### src/rtl/alu64_pkg.sv
// Package: operation codes shared by the execute unit and its sub-blocks.
// Assumes the decoder upstream has already mapped instructions onto these codes.
package alu64_pkg;
    typedef enum logic [3:0] {
        OP_ADD   = 4'd0,
        OP_SUB   = 4'd1,
        OP_AND   = 4'd2,
        OP_OR    = 4'd3,
        OP_XOR   = 4'd4,
        OP_SLT   = 4'd5,
        OP_SLTU  = 4'd6,
        OP_SLL   = 4'd7,
        OP_SRL   = 4'd8,
        OP_SRA   = 4'd9,
        OP_UPPER = 4'd10,
        OP_PCREL = 4'd11
    } alu_op_e;
endpackage

### src/rtl/alu64_addsub.sv
// Module: alu64_addsub
// Adds or subtracts two XLEN operands. In word mode only the low half of
// each operand counts, and the low-half sum is sign-extended to XLEN.
// Assumes XLEN is even. Overflow is discarded in both modes.
module alu64_addsub #(
    parameter int XLEN = 64
) (
    input  logic [XLEN-1:0] lhs_i,
    input  logic [XLEN-1:0] rhs_i,
    input  logic            sub_i,
    input  logic            word_i,
    output logic [XLEN-1:0] sum_o
);
    localparam int WLEN = XLEN / 2;

    logic [XLEN-1:0] rhs_eff;
    logic [XLEN-1:0] raw_sum;

    // Form the two's-complement sum and apply word sign extension when asked.
    always_comb begin
        rhs_eff = sub_i ? ~rhs_i : rhs_i;
        raw_sum = lhs_i + rhs_eff + {{(XLEN-1){1'b0}}, sub_i};
        if (word_i) begin
            sum_o = {{(XLEN-WLEN){raw_sum[WLEN-1]}}, raw_sum[WLEN-1:0]};
        end else begin
            sum_o = raw_sum;
        end
    end

    // Word results carry bit WLEN-1 through the whole upper half.
    always_comb begin
        if (word_i) begin
            a_r5_word_sext: assert (sum_o[XLEN-1:WLEN] == {(XLEN-WLEN){sum_o[WLEN-1]}})
                else $error("word add/sub result not sign-extended");
        end
    end
endmodule

### src/rtl/alu64_shift.sv
// Module: alu64_shift
// Barrel shifter for left, logical right and arithmetic right shifts. Full
// mode shifts XLEN bits by a log2(XLEN)-bit amount. Word mode shifts the low
// half by one bit less of amount and sign-extends the half-width result.
// Assumes XLEN is an even power of two.
module alu64_shift #(
    parameter int XLEN = 64
) (
    input  logic [XLEN-1:0]         val_i,
    input  logic [$clog2(XLEN)-1:0] amt_i,
    input  logic                    right_i,
    input  logic                    arith_i,
    input  logic                    word_i,
    output logic [XLEN-1:0]         res_o
);
    localparam int WLEN = XLEN / 2;
    localparam int SHW  = $clog2(XLEN);
    localparam int WSHW = SHW - 1;

    logic [XLEN-1:0] full_res;
    logic [WLEN-1:0] half_val;
    logic [WSHW-1:0] half_amt;
    logic [WLEN-1:0] half_res;

    // Full-width shift of all XLEN bits.
    always_comb begin
        if (!right_i) begin
            full_res = val_i << amt_i;
        end else if (arith_i) begin
            full_res = XLEN'($signed(val_i) >>> amt_i);
        end else begin
            full_res = val_i >> amt_i;
        end
    end

    // Half-width shift; the upper input half never enters.
    always_comb begin
        half_val = val_i[WLEN-1:0];
        half_amt = amt_i[WSHW-1:0];
        if (!right_i) begin
            half_res = half_val << half_amt;
        end else if (arith_i) begin
            half_res = WLEN'($signed(half_val) >>> half_amt);
        end else begin
            half_res = half_val >> half_amt;
        end
    end

    // Select the width and sign-extend word results.
    always_comb begin
        if (word_i) begin
            res_o = {{(XLEN-WLEN){half_res[WLEN-1]}}, half_res};
        end else begin
            res_o = full_res;
        end
    end

    // A zero amount leaves a full-width operand unchanged.
    always_comb begin
        if (!word_i && amt_i == '0) begin
            a_r4_zero_amt: assert (res_o == val_i)
                else $error("zero shift altered operand");
        end
    end

    // Word shifts produce a sign-extended result.
    always_comb begin
        if (word_i) begin
            a_r7_word_sext: assert (res_o[XLEN-1:WLEN] == {(XLEN-WLEN){res_o[WLEN-1]}})
                else $error("word shift result not sign-extended");
        end
    end
endmodule

### src/rtl/alu64_logic.sv
// Module: alu64_logic
// Bitwise AND/OR/XOR and signed/unsigned less-than on full XLEN operands.
// Codes outside its set give zero; the caller selects this output only for
// its own codes.
module alu64_logic
    import alu64_pkg::*;
#(
    parameter int XLEN = 64
) (
    input  alu_op_e         op_i,
    input  logic [XLEN-1:0] lhs_i,
    input  logic [XLEN-1:0] rhs_i,
    output logic [XLEN-1:0] res_o
);
    logic lt_signed;
    logic lt_unsigned;

    // Compare full width both ways.
    always_comb begin
        lt_signed   = $signed(lhs_i) < $signed(rhs_i);
        lt_unsigned = lhs_i < rhs_i;
    end

    // Pick the bitwise or compare answer.
    always_comb begin
        unique case (op_i)
            OP_AND:  res_o = lhs_i & rhs_i;
            OP_OR:   res_o = lhs_i | rhs_i;
            OP_XOR:  res_o = lhs_i ^ rhs_i;
            OP_SLT:  res_o = {{(XLEN-1){1'b0}}, lt_signed};
            OP_SLTU: res_o = {{(XLEN-1){1'b0}}, lt_unsigned};
            default: res_o = '0;
        endcase
    end

    // Equal operands are never less-than either way.
    always_comb begin
        if ((op_i == OP_SLT || op_i == OP_SLTU) && lhs_i == rhs_i) begin
            a_r3_equal_false: assert (res_o == '0)
                else $error("compare of equal operands returned nonzero");
        end
    end
endmodule

### src/rtl/alu64_exec.sv
// Module: alu64_exec
// Combinational integer execute unit. Selects the second operand, builds
// the sign-extended upper constant, steers the operands to the adder,
// shifter or logic unit, and raises a flag for reserved immediate word
// shifts. Assumes the caller has decoded the instruction into op_i and a
// sign-extended immediate (upper immediate in bits 31:12).
module alu64_exec
    import alu64_pkg::*;
#(
    parameter int XLEN = 64
) (
    input  logic [3:0]      op_i,
    input  logic            word_i,
    input  logic            imm_sel_i,
    input  logic [XLEN-1:0] src_a_i,
    input  logic [XLEN-1:0] src_b_i,
    input  logic [XLEN-1:0] imm_i,
    input  logic [XLEN-1:0] pc_i,
    output logic [XLEN-1:0] result_o,
    output logic            rsvd_o
);
    localparam int WLEN   = XLEN / 2;
    localparam int SHW    = $clog2(XLEN);
    localparam int UPLO   = 12;
    localparam int ARBIT  = 10;

    alu_op_e         op;
    logic [XLEN-1:0] opnd_b;
    logic [XLEN-1:0] upper_k;
    logic            is_shift;
    logic            is_right;
    logic            is_arith;
    logic            is_addsub;
    logic [XLEN-1:0] add_lhs;
    logic [XLEN-1:0] add_rhs;
    logic            add_word;
    logic [XLEN-1:0] add_res;
    logic [XLEN-1:0] sh_res;
    logic [XLEN-1:0] lg_res;

    // Decode the code and build the shared operands.
    always_comb begin
        op        = alu_op_e'(op_i);
        opnd_b    = imm_sel_i ? imm_i : src_b_i;
        upper_k   = {{(XLEN-WLEN){imm_i[WLEN-1]}}, imm_i[WLEN-1:UPLO], {UPLO{1'b0}}};
        is_shift  = (op == OP_SLL) || (op == OP_SRL) || (op == OP_SRA);
        is_right  = (op == OP_SRL) || (op == OP_SRA);
        is_arith  = imm_sel_i ? imm_i[ARBIT] : (op == OP_SRA);
        is_addsub = (op == OP_ADD) || (op == OP_SUB);
        add_lhs   = (op == OP_PCREL) ? pc_i : src_a_i;
        add_rhs   = (op == OP_PCREL) ? upper_k : opnd_b;
        add_word  = word_i && is_addsub;
    end

    alu64_addsub #(.XLEN(XLEN)) u_addsub (
        .lhs_i  (add_lhs),
        .rhs_i  (add_rhs),
        .sub_i  (op == OP_SUB),
        .word_i (add_word),
        .sum_o  (add_res)
    );

    alu64_shift #(.XLEN(XLEN)) u_shift (
        .val_i   (src_a_i),
        .amt_i   (opnd_b[SHW-1:0]),
        .right_i (is_right),
        .arith_i (is_arith),
        .word_i  (word_i),
        .res_o   (sh_res)
    );

    alu64_logic #(.XLEN(XLEN)) u_logic (
        .op_i  (op),
        .lhs_i (src_a_i),
        .rhs_i (opnd_b),
        .res_o (lg_res)
    );

    // Steer the selected unit's answer to the write-back value.
    always_comb begin
        case (op)
            OP_ADD, OP_SUB, OP_PCREL:               result_o = add_res;
            OP_SLL, OP_SRL, OP_SRA:                 result_o = sh_res;
            OP_AND, OP_OR, OP_XOR, OP_SLT, OP_SLTU: result_o = lg_res;
            OP_UPPER:                               result_o = upper_k;
            default:                                result_o = '0;
        endcase
    end

    // Flag immediate word shifts whose amount field has its top bit set.
    always_comb begin
        rsvd_o = word_i && imm_sel_i && is_shift && imm_i[SHW-1];
    end

    // Compare results occupy bit 0 only.
    always_comb begin
        if (op == OP_SLT || op == OP_SLTU) begin
            a_r3_bit0_only: assert (result_o[XLEN-1:1] == '0)
                else $error("compare result has high bits set");
        end
    end

    // Upper constant has its low twelve bits clear and is sign-extended.
    always_comb begin
        if (op == OP_UPPER) begin
            a_r10_upper_shape: assert (result_o[UPLO-1:0] == '0 &&
                                       result_o[XLEN-1:WLEN] == {(XLEN-WLEN){result_o[WLEN-1]}})
                else $error("upper constant malformed");
        end
    end

    // Reserved flag only for immediate word shifts.
    always_comb begin
        if (rsvd_o) begin
            a_r9_rsvd_context: assert (word_i && imm_sel_i && is_shift)
                else $error("reserved flag outside immediate word shift");
        end
    end

    // Word add/sub output from the top is sign-extended from bit 31.
    always_comb begin
        if (word_i && is_addsub) begin
            a_r5_top_sext: assert (result_o[XLEN-1:WLEN] == {(XLEN-WLEN){result_o[WLEN-1]}})
                else $error("word result at top not sign-extended");
        end
    end
endmodule

### config.mk
export PLATFORM = sky130hd
export DESIGN_NAME = alu64_exec
export DESIGN_NICKNAME = d
export VERILOG_FILES = /design/src/rtl/alu64_pkg.sv /design/src/rtl/alu64_addsub.sv /design/src/rtl/alu64_shift.sv /design/src/rtl/alu64_logic.sv /design/src/rtl/alu64_exec.sv
export SDC_FILE = /design/constraint.sdc
export NUM_CORES = 1
export LEC_CHECK = 0
export BUFFER_PORTS_ARGS = -buffer_cell sky130_fd_sc_hd__buf_2
export CAP_MARGIN = 20
export CORE_MARGIN = 2
export CORE_UTILIZATION = 50
export DETAILED_ROUTE_END_ITERATION = 7
export PLACE_DENSITY = 0.78
export SYNTH_ARGS = -nofsm -noshare
export SYNTH_HDL_FRONTEND = slang
export SYNTH_HIERARCHICAL = 1
export SYNTH_SLANG_ARGS = --single-unit
### constraint.sdc
create_clock -name vclk -period 7.2
set_clock_uncertainty 0.15 [all_clocks]
set_input_delay 0.72 -clock vclk [all_inputs]
set_output_delay 0.72 -clock vclk [all_outputs]
set_load 0.005 [all_outputs]
==> run metrics, run 1 <==
status complete, no violations; Core ar. 48,700 um2; global placement routability congestion 1.11; share of the yosys chip area belonging to registers 0%; Core Rows 81; sink of the worst hold path rsvd_o; top post-synthesis cells by area ha_1 (13%), mux4_2 (12%), mux2_2 (7.9%); clock buf count 0; DR vias 30.2k; leakage 0.0122 uW; hold_buf cts 0; post-CTS setup buffers 0; Max Cap Viol 0; setup TNS 0 ps; Placed Area 27,000 um2; Final Hold Viols 0; post-detail-place hpwl 105 mm; largest net degree at the start of global routing 137; FMAX 0.144 GHz; synthesized area per cell 7.55 um2; Syn Nets 3,777; nets 3,975; GRT overflow 0; Commonest cells post-synth nand2_1 (388), ha_1 (255), nor2_1 (182), inv_1 (173), mux2_2 (173); Synth Instances 3,259; Yosys warnings 6; CP Max Fanout 5; fin. max-slew vios 0; Pre-antenna DRT Iters 6; Finished Cell Area 27,100 um2; Register Area 0 um2; Initial Utilization 50.5%; min-delay src imm_i[5]; I/O pin count 327; Final period util 96.2%; initial antenna violation count 4; WP data required 6330 ps; Total Wirelength 136 mm; post-route insts no fill 4,122; drt wl/cell 33.0 um; worst ir drop on vdd 0.0669 mV; WHS 1650 ps; antenna viol nets, final 0; crit end category primary output; synthesized area 24,600 um2; GRT Util Overall 51.2%; Seq Cell Count 0; crit path DAT 6050 ps; type of the most critical hold path input pin to primary output; DRC 0; vias in the first global route 27.6k; Die Ht 226 um; post-CTS sizing 0; Hold Path Depth 3; I/O Buffers 327; placed cell count 4,118; most frequent cell after synthesis nand2_1; Critical Path Start Type input pin; Area Overhead vs Synth 9.95%; first-pass GRT wire length 193 mm; leading area contributor after synthesis ha_1; pwr/cell area 118 nW/um2; Final setup viols 0; time the worst path needs with I/O delays and setup 6920 ps; post-synth top area share 13.0%; Horiz. Die Dim 226 um; layout cells sized above 1 26.0%; Via density 7.34; synth unique cells 101; max_slew headroom 30.4%; kind of critical path input pin to primary output; RSZ-0062 raised after global routing false; DR iter-0 viols 4,227; worst slew pin tran 1040 ps; die footprint 51,000 um2
## cell usage in the layout (no fill, tap or decap), types with 131 or more instances in the layout
cell type | Yosys | routed
mux2_2 | 173 | 169
a21oi_1 | 169 | 169
nor2_1 | 182 | 179
nand2_1 | 388 | 388
ha_1 | 255 | 255
o21ai_0 | 161 | 161
inv_1 | 173 | 171
buf_2 | 71 | 323
mux4_2 | 131 | 131
buf_4 | 18 | 147
## worst max-delay path by stage
stage            start  cells after the start  slack, ps      endpoint
4_1_cts        op_i[1]                     21        360  result_o[60]
6_report       op_i[1]                     21        280  result_o[60]
2_1_floorplan  op_i[3]                     21       1110  result_o[62]
3_5_place_dp   op_i[1]                     21        400  result_o[60]
3_3_place_gp   op_i[1]                     21        420  result_o[60]
5_1_grt        op_i[1]                     21         40  result_o[60]
## critical path, cell delays in order
cell and delay [ps]:
buf_4 130, or2_2 330, nor3b_2 420, buf_4 250, xor2_1 190, inv_1 80, fa_1 430, nor2b_1 180
o21ai_1 140, a2111oi_2 480, o2111ai_1 250, a311oi_2 460, a31oi_2 310, o21ai_1 370, a41oi_1 200, xor2_1 190
o21ai_1 90, nor3_1 220, a2111oi_2 70, a2111o_1 390, buf_2 140
## stage by stage
step | util [%] | power, uW | setup WS (ps)
final | 55.5 | 3210 | 277
after global routing | 55.5 | 3310 | 38.2
after CTS | 55.4 | 3030 | 360
after detailed placement | 55.4 | 3010 | 405
after global placement | 55.4 | 3020 | 416
after floorplan | - | 1900 | 1110
## layer usage
metal / track usage (%) / vias to the layer above / wire, um
met1: 63.7 / 14371 / 49700
met5: 0 / - / 18
li1: - / 12674 / -
met3: 14.0 / 612 / 17900
met2: 74.2 / 2589 / 54900
met4: 40.5 / 2 / 13400
## cell families (layout without fill, tap and decap cells)
logic type	count (synthesis)	count (layout)	synth area share, %
AND/OR/NAND/NOR	972	972	18.7
adder cells (fa/ha/maj)	256	256	13.0
XOR/XNOR	122	122	4.34
multiplexers	435	435	25.4
AO/OA/AOI/OAI	1008	1008	29.9
other	0	3	0
buffers and inverters	466	662	8.61
## area by class of cell
type,count,area [um2]
multi-input cells,2793,22600
fillers,4766,21700
diodes,3,7.51
well taps,664,831
repair buffers,483,2980
inverters,179,674
## power breakdown
group	total (uW)	switching [uW]	leakage (uW)	internal, uW
combinational	3210	2040	0.0122	1170
clock	0.00000887	0	0.0000000220	0.00000884
sequential	0	0	0	0
total	3210	2040	0.0122	1170
Power figures use the tool's default switching activity.
==> run 2: changes to the inputs <==
--- a/config.mk
+++ b/config.mk
@@ -10,8 +10,8 @@
 export CORE_MARGIN = 2
 export CORE_UTILIZATION = 50
 export DETAILED_ROUTE_END_ITERATION = 7
-export PLACE_DENSITY = 0.78
+export PLACE_DENSITY = 0.79
+export REMOVE_ABC_BUFFERS = 1
 export SYNTH_ARGS = -nofsm -noshare
 export SYNTH_HDL_FRONTEND = slang
-export SYNTH_HIERARCHICAL = 1
 export SYNTH_SLANG_ARGS = --single-unit
==> run metrics, run 2 <==
max_slew headroom 16.1%; post-detail-place hpwl 83.0 mm; leakage 0.0108 uW; worst ir drop on vdd 0.0806 mV; hold_buf cts 0; synthesized area per cell 6.39 um2; WP data required 6330 ps; placed cell count 3,926; leading area contributor after synthesis ha_1; GRT overflow 0; Hold Path Depth 4; sink of the worst hold path result_o[29]; nets 3,915; CP Max Fanout 41; Seq Cell Count 0; most common cell after layout, fill and taps aside nand2_1; global placement routability congestion 1.09; post-route insts no fill 3,926; Placed Area 22,800 um2; antenna cells 0; Final setup viols 0; Register Area 0 um2; top post-synthesis cells by area ha_1 (15%), mux2i_1 (14%), o21ai_0 (8.7%); DR vias 27.2k; Core ar. 40,800 um2; post-synth top area share 15.5%; Pre-antenna DRT Iters 7; sequential power share 0%; DR iter-0 viols 4,318; worst slew pin tran 1240 ps; RSZ-0062 raised after global routing false; die footprint 43,100 um2; crit path DAT 6120 ps; Die Ht 208 um; time the worst path needs with I/O delays and setup 6990 ps; Synth Instances 3,244; vias in the first global route 25.1k; initial antenna violation count 7; Final Hold Viols 0; Commonest cells post-synth nand2_1 (430), o21ai_0 (362), a21oi_1 (311), mux2i_1 (297), nor2_1 (282); I/O pin count 327; post-CTS setup buffers 0; antenna viol nets, final 0; combinational share of power 100.0%; Clk pwr share 0%; Finished Cell Area 22,800 um2; first-pass GRT wire length 158 mm; GRT Util Overall 47.0%; synth unique cells 84; largest net degree at the start of global routing 149; WHS 1660 ps; clock buf count 0; fin. max-slew vios 0; layout cells sized above 1 14.6%; setup TNS 0 ps; DRC 0; switching part of the total 65.7%; most frequent cell after synthesis nand2_1; pwr/cell area 114 nW/um2; Initial Utilization 50.8%; drt wl/cell 27.3 um; Switching Power 1710 uW; P_int 893 uW; synthesized area 20,700 um2; Final period util 97.1%; FMAX 0.143 GHz; Total Wirelength 107 mm; most frequent cells in the layout nand2_1 (430), o21ai_0 (362), buf_2 (326), a21oi_1 (311), mux2i_1 (294); I/O Buffers 327; share of the yosys chip area belonging to registers 0%; kind of critical path input pin to primary output; type of the most critical hold path input pin to primary output; Yosys warnings 0; Area Overhead vs Synth 9.98%; Max Cap Viol 0; min-delay src imm_i[29]; Util after Layout 55.8%; crit end category primary output; status complete, no violations; Via density 6.93; Core Rows 74; Critical Path Start Type input pin; Horiz. Die Dim 208 um
[run 2: how the worst max path moves through the flow]
stage                          from            to  slack, ps  depth (start not counted)
final                     imm_sel_i   result_o[0]        210                         17
after global routing      imm_sel_i   result_o[0]        220                         17
after CTS                 imm_sel_i   result_o[0]        110                         17
after detailed placement  imm_sel_i   result_o[0]       -400                         17
after global placement    imm_sel_i   result_o[0]       -390                         17
after floorplan             op_i[3]  result_o[32]      -7540                         13
[run 2: final cells by class]
class	instances	area, um2
fillers	4201	18000
inverters	173	658
multi-input cells	2821	19200
well taps	532	666
repair buffers	400	2290
[run 2: logic make-up (layout without fill, tap and decap cells)]
family,Yosys count,in the layout,share of synthesized area [%]
adder cells (fa/ha/maj),257,257,15.5
buffers and inverters,423,573,7.98
AND/OR/NAND/NOR,967,967,20.1
AO/OA/AOI/OAI,1123,1123,33.2
XOR/XNOR,123,123,5.20
multiplexers,351,351,17.9
[run 2: repair_timing]
item | 4_1_cts | 5_1_grt
endpoints found under the hold margin | 0 | 0
gates resized for setup | 2 | 2
endpoints found under the setup margin | 1 | 1
[run 2: power by group through the flow]
stage	clock (uW)	sequential, uW	combinational [uW]
finish	0	0	2600
global route	0	0	2740
CTS	0	0	2470
detailed placement	0	0	2460
global placement	0	0	2470
floorplan	0	0	1600
[run 2: worst max-delay path, stage by stage]
cell and delay (ps):
buf_6 380, buf_6 460, mux2_2 430, inv_1 80, ha_1 260, nor3_2 440, nand4_1 300, nor3_1 320
nand3_1 320, nor3_1 450, o41ai_1 330, and4b_1 310, a31oi_2 550, o31ai_1 290, mux2i_1 210, nand2_1 60
buf_2 120
[run 2: metal layers]
layer	vias up	global-route usage [%]	routed length, um
li1	12085	-	-
met1	12604	62.9	41800
met2	2147	67.9	42900
met3	370	16.0	16400
met4	12	20.4	5860
met5	-	0	80
[run 2: through the flow]
stage               total power [uW]  worst slack [ps]
floorplan                       1600             -7540
global placement                2470              -389
detailed placement              2460              -405
CTS                             2470               106
global route                    2740               224
finish                          2600               211
